===== config.mk =====
export PLATFORM = sky130hd
export DESIGN_NAME = irq_coalesce
export DESIGN_NICKNAME = d
export VERILOG_FILES = /design/src/rtl/irq_coalesce.sv
export SDC_FILE = /design/constraint.sdc
export NUM_CORES = 1
export LEC_CHECK = 0
export BUFFER_PORTS_ARGS = -buffer_cell sky130_fd_sc_hd__buf_2
export CORE_MARGIN = 1
export CORE_UTILIZATION = 55
export DETAILED_ROUTE_END_ITERATION = 12
export PLACE_DENSITY = 0.78
export RECOVER_POWER = 100
export SLEW_MARGIN = 20
export SYNTH_ARGS = -nofsm -noshare
export SYNTH_HDL_FRONTEND = slang
export SYNTH_SLANG_ARGS = --single-unit

===== constraint.sdc =====
create_clock -name clk -period 4.85 [get_ports clk]
set_clock_uncertainty 0.05 [all_clocks]
set_input_delay 0.7275 -clock clk [delete_from_list [all_inputs] [get_ports clk]]
set_output_delay 0.7275 -clock clk [all_outputs]
set_load 0.01 [all_outputs]

===== src/rtl/irq_coalesce.sv =====
module irq_coalesce #(
  parameter int          W        = 8,
  parameter int          PRESCALE = 125,
  parameter logic [W-1:0] THR_INIT = 1
) (
  input  logic         clk,
  input  logic         rst_n,
  input  logic         cmpl_evt,
  input  logic         pkt_start,
  input  logic         pkt_end,
  input  logic         thr_wr,
  input  logic [W-1:0] thr_val,
  input  logic         dly_wr,
  input  logic [W-1:0] dly_val,
  input  logic         cmpl_irq_en,
  input  logic         dly_irq_en,
  output logic         cmpl_set,
  output logic         dly_set,
  output logic [W-1:0] thr_live,
  output logic [W-1:0] dly_live
);
  localparam int PW = $clog2(PRESCALE);

  logic [W-1:0]  thr_cfg, thr_cnt, dly_cfg, tick;
  logic [PW-1:0] pre;
  logic          running, pending;

  wire thr_load   = thr_wr && (thr_val != '0);
  wire fire       = cmpl_evt && !thr_load && (thr_cnt == W'(1));
  wire counting   = running && pending && (dly_cfg != '0);
  wire pre_wrap   = (pre == PW'(PRESCALE - 1));
  wire expire_raw = counting && pre_wrap && (tick == dly_cfg - 1'b1);
  wire expire     = expire_raw && !cmpl_evt && !pkt_start && !thr_wr && !dly_wr;
  wire restart    = pkt_end || pkt_start || dly_wr || thr_load || fire || expire_raw;

  always_ff @(posedge clk) begin
    if (!rst_n) begin
      thr_cfg <= THR_INIT;
      thr_cnt <= THR_INIT;
    end else if (thr_load) begin
      thr_cfg <= thr_val;
      thr_cnt <= thr_val;
    end else if (cmpl_evt) begin
      thr_cnt <= fire ? thr_cfg : thr_cnt - 1'b1;
    end else if (expire) begin
      thr_cnt <= thr_cfg;
    end
  end

  always_ff @(posedge clk) begin
    if (!rst_n)      dly_cfg <= '0;
    else if (dly_wr) dly_cfg <= dly_val;
  end

  always_ff @(posedge clk) begin
    if (!rst_n)                            pending <= 1'b0;
    else if (thr_load || fire || expire)   pending <= 1'b0;
    else if (cmpl_evt)                     pending <= 1'b1;
  end

  always_ff @(posedge clk) begin
    if (!rst_n)                    running <= 1'b0;
    else if (pkt_end)              running <= 1'b1;
    else if (pkt_start || expire)  running <= 1'b0;
  end

  always_ff @(posedge clk) begin
    if (!rst_n || restart) begin
      pre  <= '0;
      tick <= '0;
    end else if (counting) begin
      if (pre_wrap) begin
        pre  <= '0;
        tick <= tick + 1'b1;
      end else begin
        pre  <= pre + 1'b1;
      end
    end
  end

  always_ff @(posedge clk) begin
    if (!rst_n) begin
      cmpl_set <= 1'b0;
      dly_set  <= 1'b0;
    end else begin
      cmpl_set <= fire && cmpl_irq_en;
      dly_set  <= expire && dly_irq_en;
    end
  end

  assign thr_live = thr_cnt;
  assign dly_live = tick;
endmodule


; After elaboration in Yosys (flattened, before gate mapping)
; Index checks and enable logic that the tools add are counted.
[op_classes]
n_addsub = 4
n_eq_ne = 3
n_mux = 7
bitwise_logic = 1
n_reduce_logical = 34
[op_table]
columns = op, count
row1 = two-way mux 8 bit, 4
row2 = nonzero test 8 bit, 2
row3 = subtractor 8 x 1 -> 8 bit (second input constant), 2
row4 = logical AND 1 bit, 13
row5 = logical OR 1 bit, 9
row6 = adder 8 x 1 -> 8 bit (second input constant), 1
row7 = equality test 8 x 1 -> 1 bit (second input constant), 1
row8 = equality test 8 bit, 1
row9 = adder 7 x 1 -> 7 bit (second input constant), 1
row10 = equality test 7 bit (second input constant), 1
row11 = two-way mux 7 bit, 1
row12 = logical NOT 1 bit, 6
row13 = nonzero test 3 bit, 1
row14 = two-way mux 1 bit, 2
row15 = AND reduction 2 bit, 1
row16 = nonzero test 2 bit, 1
row17 = OR reduction 2 bit, 1
row18 = inverter 1 bit, 1
[totals]
ff_bits = 43
input_bits = 25
out_inout_bits = 18
word_cells = 58

; Depth between registers and ports, before layout
; Gate-level depths: netlist of run 1.
[depth]
word_depth = 11
depth_mapped = 9

; Least setup slack after synthesis of run 1
; No wires, ideal clock.
[synth_path]
path_kind = input to register
startpoint = in thr_val[4]
endpoint = reg pre[1]
setup_time_ps = 64
t_arrival_ps = 2498
path_slack_ps = 2238
stages = 7
n_path_buf = 1
cell_sequence = or4_1 o21ai_4 nand3b_1 or4_1 a21o_1 buf_2 nor2_1
[synth_via]
elab_chain_len = 8
[synth_rtl]
columns = item, line_no
row1 = "start, declared", 12  ; input logic [W-1:0] thr_val,
row2 = nonzero test 8 bit (*), 28  ; wire thr_load = thr_wr && (thr_val != '0);
row3 = logical AND 1 bit (*), 28
row4 = logical NOT 1 bit, 29  ; wire fire = cmpl_evt && !thr_load && (thr_cnt == W'(1));
row5 = logical AND 1 bit (2 in a row), 29
row6 = logical OR 1 bit (*) (2 in a row), 34  ; wire restart = pkt_end || pkt_start || dly_wr || thr_load || fire || expire_raw;
row7 = logical OR 1 bit (*), 68  ; if (!rst_n || restart) begin
row8 = "end signal, assigned", 76  ; pre <= pre + 1'b1;
row9 = "end, declared", 25  ; logic [PW-1:0] pre;
; Every way passes the cells marked *; elsewhere a longest branch is shown, timed or not.
; A chain may end at the register's enable or synchronous reset.

; Worst setup path after layout of run 1
[layout_path]
startpoint = reg dly_cfg[0]
endpoint = reg thr_cnt[5] (netlist: thr_live[5])
[layout_via]
elab_chain_len = 9
[layout_rtl]
columns = item, line_no
row1 = "start, declared", 24  ; logic [W-1:0] thr_cfg, thr_cnt, dly_cfg, tick;
row2 = "start signal, assigned", 52  ; else if (dly_wr) dly_cfg <= dly_val;
row3 = "parallel branches: the longest is 3 deep, another holds subtractor 8 x 1 -> 8 bit", n/a
row4 = logical AND 1 bit (*), 32  ; wire expire_raw = counting && pre_wrap && (tick == dly_cfg - 1'b1);
row5 = logical AND 1 bit (*) (4 in a row), 33  ; wire expire = expire_raw && !cmpl_evt && !pkt_start && !thr_wr && !dly_wr;
row6 = nonzero test 3 bit (no line) (*), n/a
row7 = "end signal, assigned", 42  ; thr_cnt <= thr_val;
row8 = "end signal, assigned", 44  ; thr_cnt <= fire ? thr_cfg : thr_cnt - 1'b1;
row9 = "end signal, assigned", 46  ; thr_cnt <= thr_cfg;
row10 = "end, declared", 24
; Mark *: on every way between the ends.

==> results of run 1 <==
## power groups by stage
stage | registers [mW] | clock network [mW] | logic (mW)
2_1_floorplan | 0.391 | 0 | 0.0882
5_1_grt | 0.388 | 0.249 | 0.132
3_5_place_dp | 0.393 | 0 | 0.122
3_3_place_gp | 0.393 | 0 | 0.119
6_report | 0.386 | 0.228 | 0.119
4_1_cts | 0.385 | 0.232 | 0.122
## state kept, by name, indices dropped and copies added (netlist names)
register and count:
dly_cfg 8, dly_live 8, thr_cfg 8, thr_live 8
pre 7, cmpl_set 1, dly_set 1, pending 1
running 1
## tightest hold or removal path, delay by kind of cell (launching register included)
| family | cells | cell delay [ps] |
|---|---|---|
| simple gates | 1 | 50 |
| compound gates | 1 | 60 |
| flops | 1 | 310 |
## layer usage
layer  GRT usage, %  vias to the layer above  wire, um
met2           36.9                       61      2250
li1               -                     1035         -
met3           6.83                        8       285
met5              0                        -         0
met4           6.77                        0        81
met1           34.7                      950      2490
## layout by cell type (no fill, tap or decap), types with 2 or more instances in the layout
cell      instances
dfxtp_1          43
nor2_1           27
nand2_1          26
buf_2            23
clkbuf_1         19
xnor2_1          14
xor2_1           12
mux2i_1          12
nor2b_1          11
a21oi_1           9
nor3_1            8
inv_1             7
nand4_1           7
nand3_1           6
o21a_1            6
a21boi_0          6
ha_1              6
clkbuf_8          6
or4_1             4
o211a_1           4
a31oi_1           4
and3_1            4
nor4_1            3
nor3b_1           3
o31ai_1           3
or3_1             3
o31a_1            2
o311ai_0          2
nand3b_1          2
and2_1            2
o21ai_0           2
## final timing paths
kind / from / endpoint / slack [ps] / cells past startpoint
max: dly_cfg[0] / thr_live[5] / 1710 / 8
min reg2reg: thr_cfg[7] / thr_cfg[7] / 420 / 2
max reg2reg: dly_cfg[0] / thr_live[5] / 1710 / 8
min: thr_cfg[7] / thr_cfg[7] / 420 / 2
## per-stage QoR
stage / cell area, um2 / hold WS (ps) / instances / utilization [%]
after floorplan: 2390 / 391 / 271 / -
after global placement: 2610 / 402 / 351 / 63.7
after global routing: 2650 / 452 / 358 / 64.9
after CTS: 2690 / 418 / 358 / 65.9
final: 2650 / 420 / 358 / 64.9
after detailed placement: 2610 / 407 / 351 / 63.7
## layout make-up
| class | instances | area [um2] | area share (%) |
|---|---|---|---|
| clock buffer | 6 | 82.6 | 3.11 |
| clock inverter | 1 | 5.00 | 0.189 |
| inverter | 7 | 26.3 | 0.991 |
| multi-input combinational | 209 | 1430 | 53.8 |
| sequential | 43 | 861 | 32.5 |
| tap | 50 | 62.6 | 2.36 |
| timing repair buffer | 42 | 186 | 7.03 |
## cells by family after synthesis
| logic type | count (synthesis) | synth area share (%) |
|---|---|---|
| xor+xnor | 26 | 9.54 |
| compound gates | 49 | 16.5 |
| simple gates | 116 | 26.3 |
| flops | 43 | 36.1 |
| buf+inv | 19 | 3.36 |
| mux | 12 | 5.03 |
| fa+ha+maj | 6 | 3.15 |
==> impl_metrics.env, run 1 <==
export IMPL_status="completed"
export IMPL_tritoncts="built"
export IMPL_grt_overflow_total=0
export IMPL_cpPeakStageDelay_ps=740
export IMPL_ir_worst_vdd_mv=0.205
export IMPL_port_buffers=42
export IMPL_synthCells=271
export IMPL_total_power_uw=732
export IMPL_synth_top_area_share_pct=36.1
export IMPL_ys_flop_type="dfxtp_1"
export IMPL_place_gp_congestion=0.777
export IMPL_fin_tns_setup_ps=0
export IMPL_h_tree_depth=2
export IMPL_rsz0062_at_grt="no"
export IMPL_netlist_cell_type_count=53
export IMPL_yosysMostFrequentCell="dfxtp_1"
export IMPL_cts_hold_fix_buffers=0
export IMPL_leakage_nw=1.02
export IMPL_hpwlAfterDp_um=3730
export IMPL_grt_usage_pct=24.7
export IMPL_routed_wl_um=5110
export IMPL_postCtsSetupBuffers=0
export IMPL_seqPwrFrac_pct=52.7
export IMPL_dieArea_mm2=0.00461
export IMPL_hold_class="reg2reg"
export IMPL_p_int_uw=533
export IMPL_clk_pin_slew_ps=70
export IMPL_ys_ff_latch=43
export IMPL_start_util_pct=58.4
export IMPL_fp_dieW_um=67.9
export IMPL_core_mm2=0.00409
export IMPL_clk_latency_ps=300
export IMPL_switching_share_pct=27.2
export IMPL_clkSinkCount=43
export IMPL_antennaDiodeCount=0
export IMPL_crit_path_end_kind="register"
export IMPL_fin_crit_sh_pct=64.7
export IMPL_ant_nets=0
export IMPL_period_needed_ps=3140
export IMPL_drtIter0Drc=78
export IMPL_drc_errors=0
export IMPL_critPathKind="reg2reg"
export IMPL_p_comb_share_pct=16.2
export IMPL_finalMaxSlewViolations=0
export IMPL_cts_buffer_depth=2
export IMPL_vias=2054
export IMPL_max_freq_ghz=0.319
export IMPL_yosys_area_top_type="dfxtp_1"
export IMPL_critPathMaxFanout=11
export IMPL_p_clk_share_pct=31.1
export IMPL_dieHeight_um=67.9
export IMPL_synth_async_reset_ratio_pct=0
export IMPL_grt_max_degree=31
export IMPL_final_hold_violation_count=0
export IMPL_drive_above_1_share_pct=12.0
export IMPL_synthesis_area_mm2=0.00239
export IMPL_synth_nets=302
export IMPL_startpoint_type="register"
export IMPL_placementRows=23
export IMPL_fill_cells=373
export IMPL_powerDensity_mw_per_mm2=276
export IMPL_cp_cell_sequence="inv_1, ha_1, or4b_1, nor4_4, o2111ai_1, a2111oi_4, nor2_1, o211a_1"
export IMPL_synth_commonest_cells="dfxtp_1, nand2_1, nor2_1, xnor2_1"
export IMPL_synth_area_leaders="dfxtp_1, xnor2_1, mux2i_1, xor2_1, nand2_1"
export IMPL_critPathRequiredTime_ps=4990
export IMPL_postLayoutSetupSlackWorst_ps=1710
export IMPL_relSlewSlack_pct=40.1
export IMPL_synth_edff_count=0
export IMPL_first_global_vias=1805
export IMPL_slowest_stage="a2111oi_4"
export IMPL_root_buffer="clkbuf_8"
export IMPL_dr_pass1_iters=4
export IMPL_cp_arrival_ps=3280
export IMPL_yosysSeqAreaShare_pct=36.1
export IMPL_ioPinCount=43
export IMPL_critPathTopFamily="compound AO/OA/AOI/OAI gates"
export IMPL_post_place_ws_ps=1830
export IMPL_wl_per_cell_um=14.3
export IMPL_cap_violations=0
export IMPL_worst_pin_slew_ps=893
export IMPL_cts_inserted_buffers=5
export IMPL_viasPerCell=5.74
export IMPL_nNetsFinal=339
export IMPL_p_sw_uw=199
export IMPL_cts_resized=0
export IMPL_syn_to_final_growth_pct=11.1
export IMPL_crit_buf_inv=1
export IMPL_yosys_warnings=0
export IMPL_setup_viol=0
export IMPL_grt_pass1_wl_um=8440
export IMPL_antenna_found_initial=0
export IMPL_avgSynthCellArea_um2=8.80
Power figures use the tool's default switching activity.
==> inputs of run 2 (changes only) <==
--- a/config.mk
+++ b/config.mk
@@ -5,11 +5,12 @@
 export SDC_FILE = /design/constraint.sdc
 export NUM_CORES = 1
 export LEC_CHECK = 0
+export ABC_AREA = 1
 export BUFFER_PORTS_ARGS = -buffer_cell sky130_fd_sc_hd__buf_2
 export CORE_MARGIN = 1
 export CORE_UTILIZATION = 55
 export DETAILED_ROUTE_END_ITERATION = 12
-export PLACE_DENSITY = 0.78
+export PLACE_DENSITY = 0.77
 export RECOVER_POWER = 100
 export SLEW_MARGIN = 20
 export SYNTH_ARGS = -nofsm -noshare
==> constraint.sdc (replaced) <==
create_clock -name clk -period 3 [get_ports clk]
set_clock_uncertainty 0.05 [all_clocks]
set_input_delay 0.45 -clock clk [delete_from_list [all_inputs] [get_ports clk]]
set_output_delay 0.45 -clock clk [all_outputs]
set_load 0.01 [all_outputs]
==> impl_metrics.env, run 2 <==
export IMPL_status="completed"
export IMPL_placed_area_mm2=0.00273
export IMPL_core_mm2=0.00435
export IMPL_grt_overflow_total=0
export IMPL_startpoint_type="register"
export IMPL_wl_per_cell_um=11.6
export IMPL_h_tree_depth=2
export IMPL_critPathRequiredTime_ps=3120
export IMPL_synth_top_area_share_pct=34.5
export IMPL_whs_ps=319
export IMPL_postLayoutSetupSlackWorst_ps=549
export IMPL_relSlewSlack_pct=42.4
export IMPL_fp_dieW_um=69.4
export IMPL_netlist_cell_type_count=31
export IMPL_synthCells=383
export IMPL_synth_top_family_by_area="simple AND/OR/NAND/NOR gates"
export IMPL_ys_flop_type="dfxtp_1"
export IMPL_max_freq_ghz=0.408
export IMPL_synth_compound_area_share_pct=9.48
export IMPL_synth_area_leaders="dfxtp_1, nand2_1, nand3_1, inv_1, nor2_1"
export IMPL_place_gp_congestion=0.890
export IMPL_antenna_found_initial=0
export IMPL_ir_worst_vdd_mv=0.313
export IMPL_synthSimpleGateAreaFrac_pct=38.6
export IMPL_first_global_vias=2099
export IMPL_drc_errors=0
export IMPL_layout_commonest_cell="nand2_1"
export IMPL_finalMaxSlewViolations=0
export IMPL_port_buffers=42
export IMPL_fin_crit_sh_pct=81.7
export IMPL_setup_viol=0
export IMPL_routed_wl_um=5550
export IMPL_postLayoutCoreUtil_pct=64.4
export IMPL_nNetsFinal=455
export IMPL_powerDensity_mw_per_mm2=464
export IMPL_cts_hold_fix_buffers=0
export IMPL_critPathMaxFanout=15
export IMPL_synth_mux_area_share_pct=0
export IMPL_cp_arrival_ps=2570
export IMPL_crit_buf_inv=1
export IMPL_cts_resized=0
export IMPL_grt_max_degree=21
export IMPL_clkSinkCount=43
export IMPL_cts_buffer_depth=2
export IMPL_final_cells=477
export IMPL_synth_xor_area_share_pct=4.91
export IMPL_critPathTopFamily="simple AND/OR/NAND/NOR gates"
export IMPL_rsz0062_at_grt="no"
export IMPL_dieArea_mm2=0.00481
export IMPL_ant_nets=0
export IMPL_antennaDiodeCount=0
export IMPL_synth_async_reset_ratio_pct=0
export IMPL_post_place_ws_ps=496
export IMPL_critPathKind="reg2reg"
export IMPL_clk_pin_slew_ps=80
export IMPL_finalInstanceArea_mm2=0.00281
export IMPL_yosysSeqAreaShare_pct=34.5
export IMPL_grt_usage_pct=24.4
export IMPL_total_power_mw=1.30
export IMPL_yosys_warnings=0
export IMPL_placementRows=24
export IMPL_synth_nets=414
export IMPL_place_inst=469
export IMPL_drtIter0Drc=182
export IMPL_tritoncts="built"
export IMPL_dr_pass1_iters=4
export IMPL_crit_path_end_kind="register"
export IMPL_avgSynthCellArea_um2=6.51
export IMPL_synthesis_area_mm2=0.00249
export IMPL_postCtsSetupBuffers=0
export IMPL_syn_to_final_growth_pct=12.4
export IMPL_period_needed_ps=2450
export IMPL_final_cell_mix="nand2_1, inv_1, nor2_1, dfxtp_1, nand3_1"
export IMPL_clk_latency_ps=300
export IMPL_slowest_stage="nor3_4"
export IMPL_grt_pass1_wl_um=9540
export IMPL_cts_inserted_buffers=5
export IMPL_hold_class="in2reg"
export IMPL_hpwlAfterDp_um=4180
export IMPL_synth_commonest_cells="nand2_1, inv_1, nor2_1, dfxtp_1, nand3_1"
export IMPL_final_hold_violation_count=0
export IMPL_worst_pin_slew_ps=861
export IMPL_cpPeakStageDelay_ps=420
export IMPL_yosys_area_top_type="dfxtp_1"
export IMPL_fin_tns_setup_ps=0
export IMPL_start_util_pct=57.3
export IMPL_ys_ff_latch=43
export IMPL_synth_fa_ha_area_share_pct=3.01
export IMPL_root_buffer="clkbuf_8"
export IMPL_dieHeight_um=69.4
export IMPL_vias=2469
export IMPL_leakage_nw=1.27
export IMPL_drive_above_1_share_pct=9.18
export IMPL_cp_cell_sequence="inv_1, ha_1, nand2_1, nor2_1, nor3_4, nand2_2, nor2_1, a21oi_1, nand2_1, nor3_1"
export IMPL_viasPerCell=5.18
export IMPL_cap_violations=0
export IMPL_yosysMostFrequentCell="nand2_1"
export IMPL_synth_edff_count=0
export IMPL_ioPinCount=43
==> run 2: cell count changes after synthesis, moves of 12 or more <==
cell,previous run,this run
a21oi_1,9,31
inv_1,7,48
mux2i_1,12,0
nand2_1,26,99
nand3_1,6,36
nor2_1,26,46
==> run 2: area by class of cell <==
class | instances | area, um2
repair buffers | 44 | 196
well taps | 52 | 65.1
clock inverters | 2 | 35.0
clock buffers | 6 | 82.6
multi-input cells | 281 | 1380
flip-flops and latches | 43 | 861
fillers | 401 | 1550
inverters | 49 | 184
==> run 2: tightest hold or removal path, stage by stage <==
cell and delay [ps]:
buf_2 70, nor2_1 30, nor2_1 80
==> run 2: power by group <==
group          leakage, nW  internal (mW)  total, mW  switching, mW
logic                0.856         0.0783      0.215          0.137
registers            0.353          0.595      0.616         0.0208
clock network       0.0612          0.269      0.470          0.201
==> run 2: logic make-up after synthesis <==
group | Yosys count
buf+inv | 59
xor+xnor | 14
fa+ha+maj | 6
compound gates | 46
simple gates | 215
flops | 43
==> run 2: layer usage <==
layer,wire (um),global-route usage (%)
met1,2870,36.7
met2,2370,35.2
met3,244,4.07
met4,67,7.94
met5,0,0
==> run 2: path summary, 6_finish.rpt <==
check | from | to | slack [ps] | depth (start not counted)
worst min-delay path | dly_val[7] | dly_cfg[7] | 320 | 3
worst max register to register | dly_cfg[0] | dly_live[4] | 550 | 10
worst min register to register | thr_cfg[3] | thr_cfg[3] | 420 | 2
worst max-delay path | dly_cfg[0] | dly_live[4] | 550 | 10
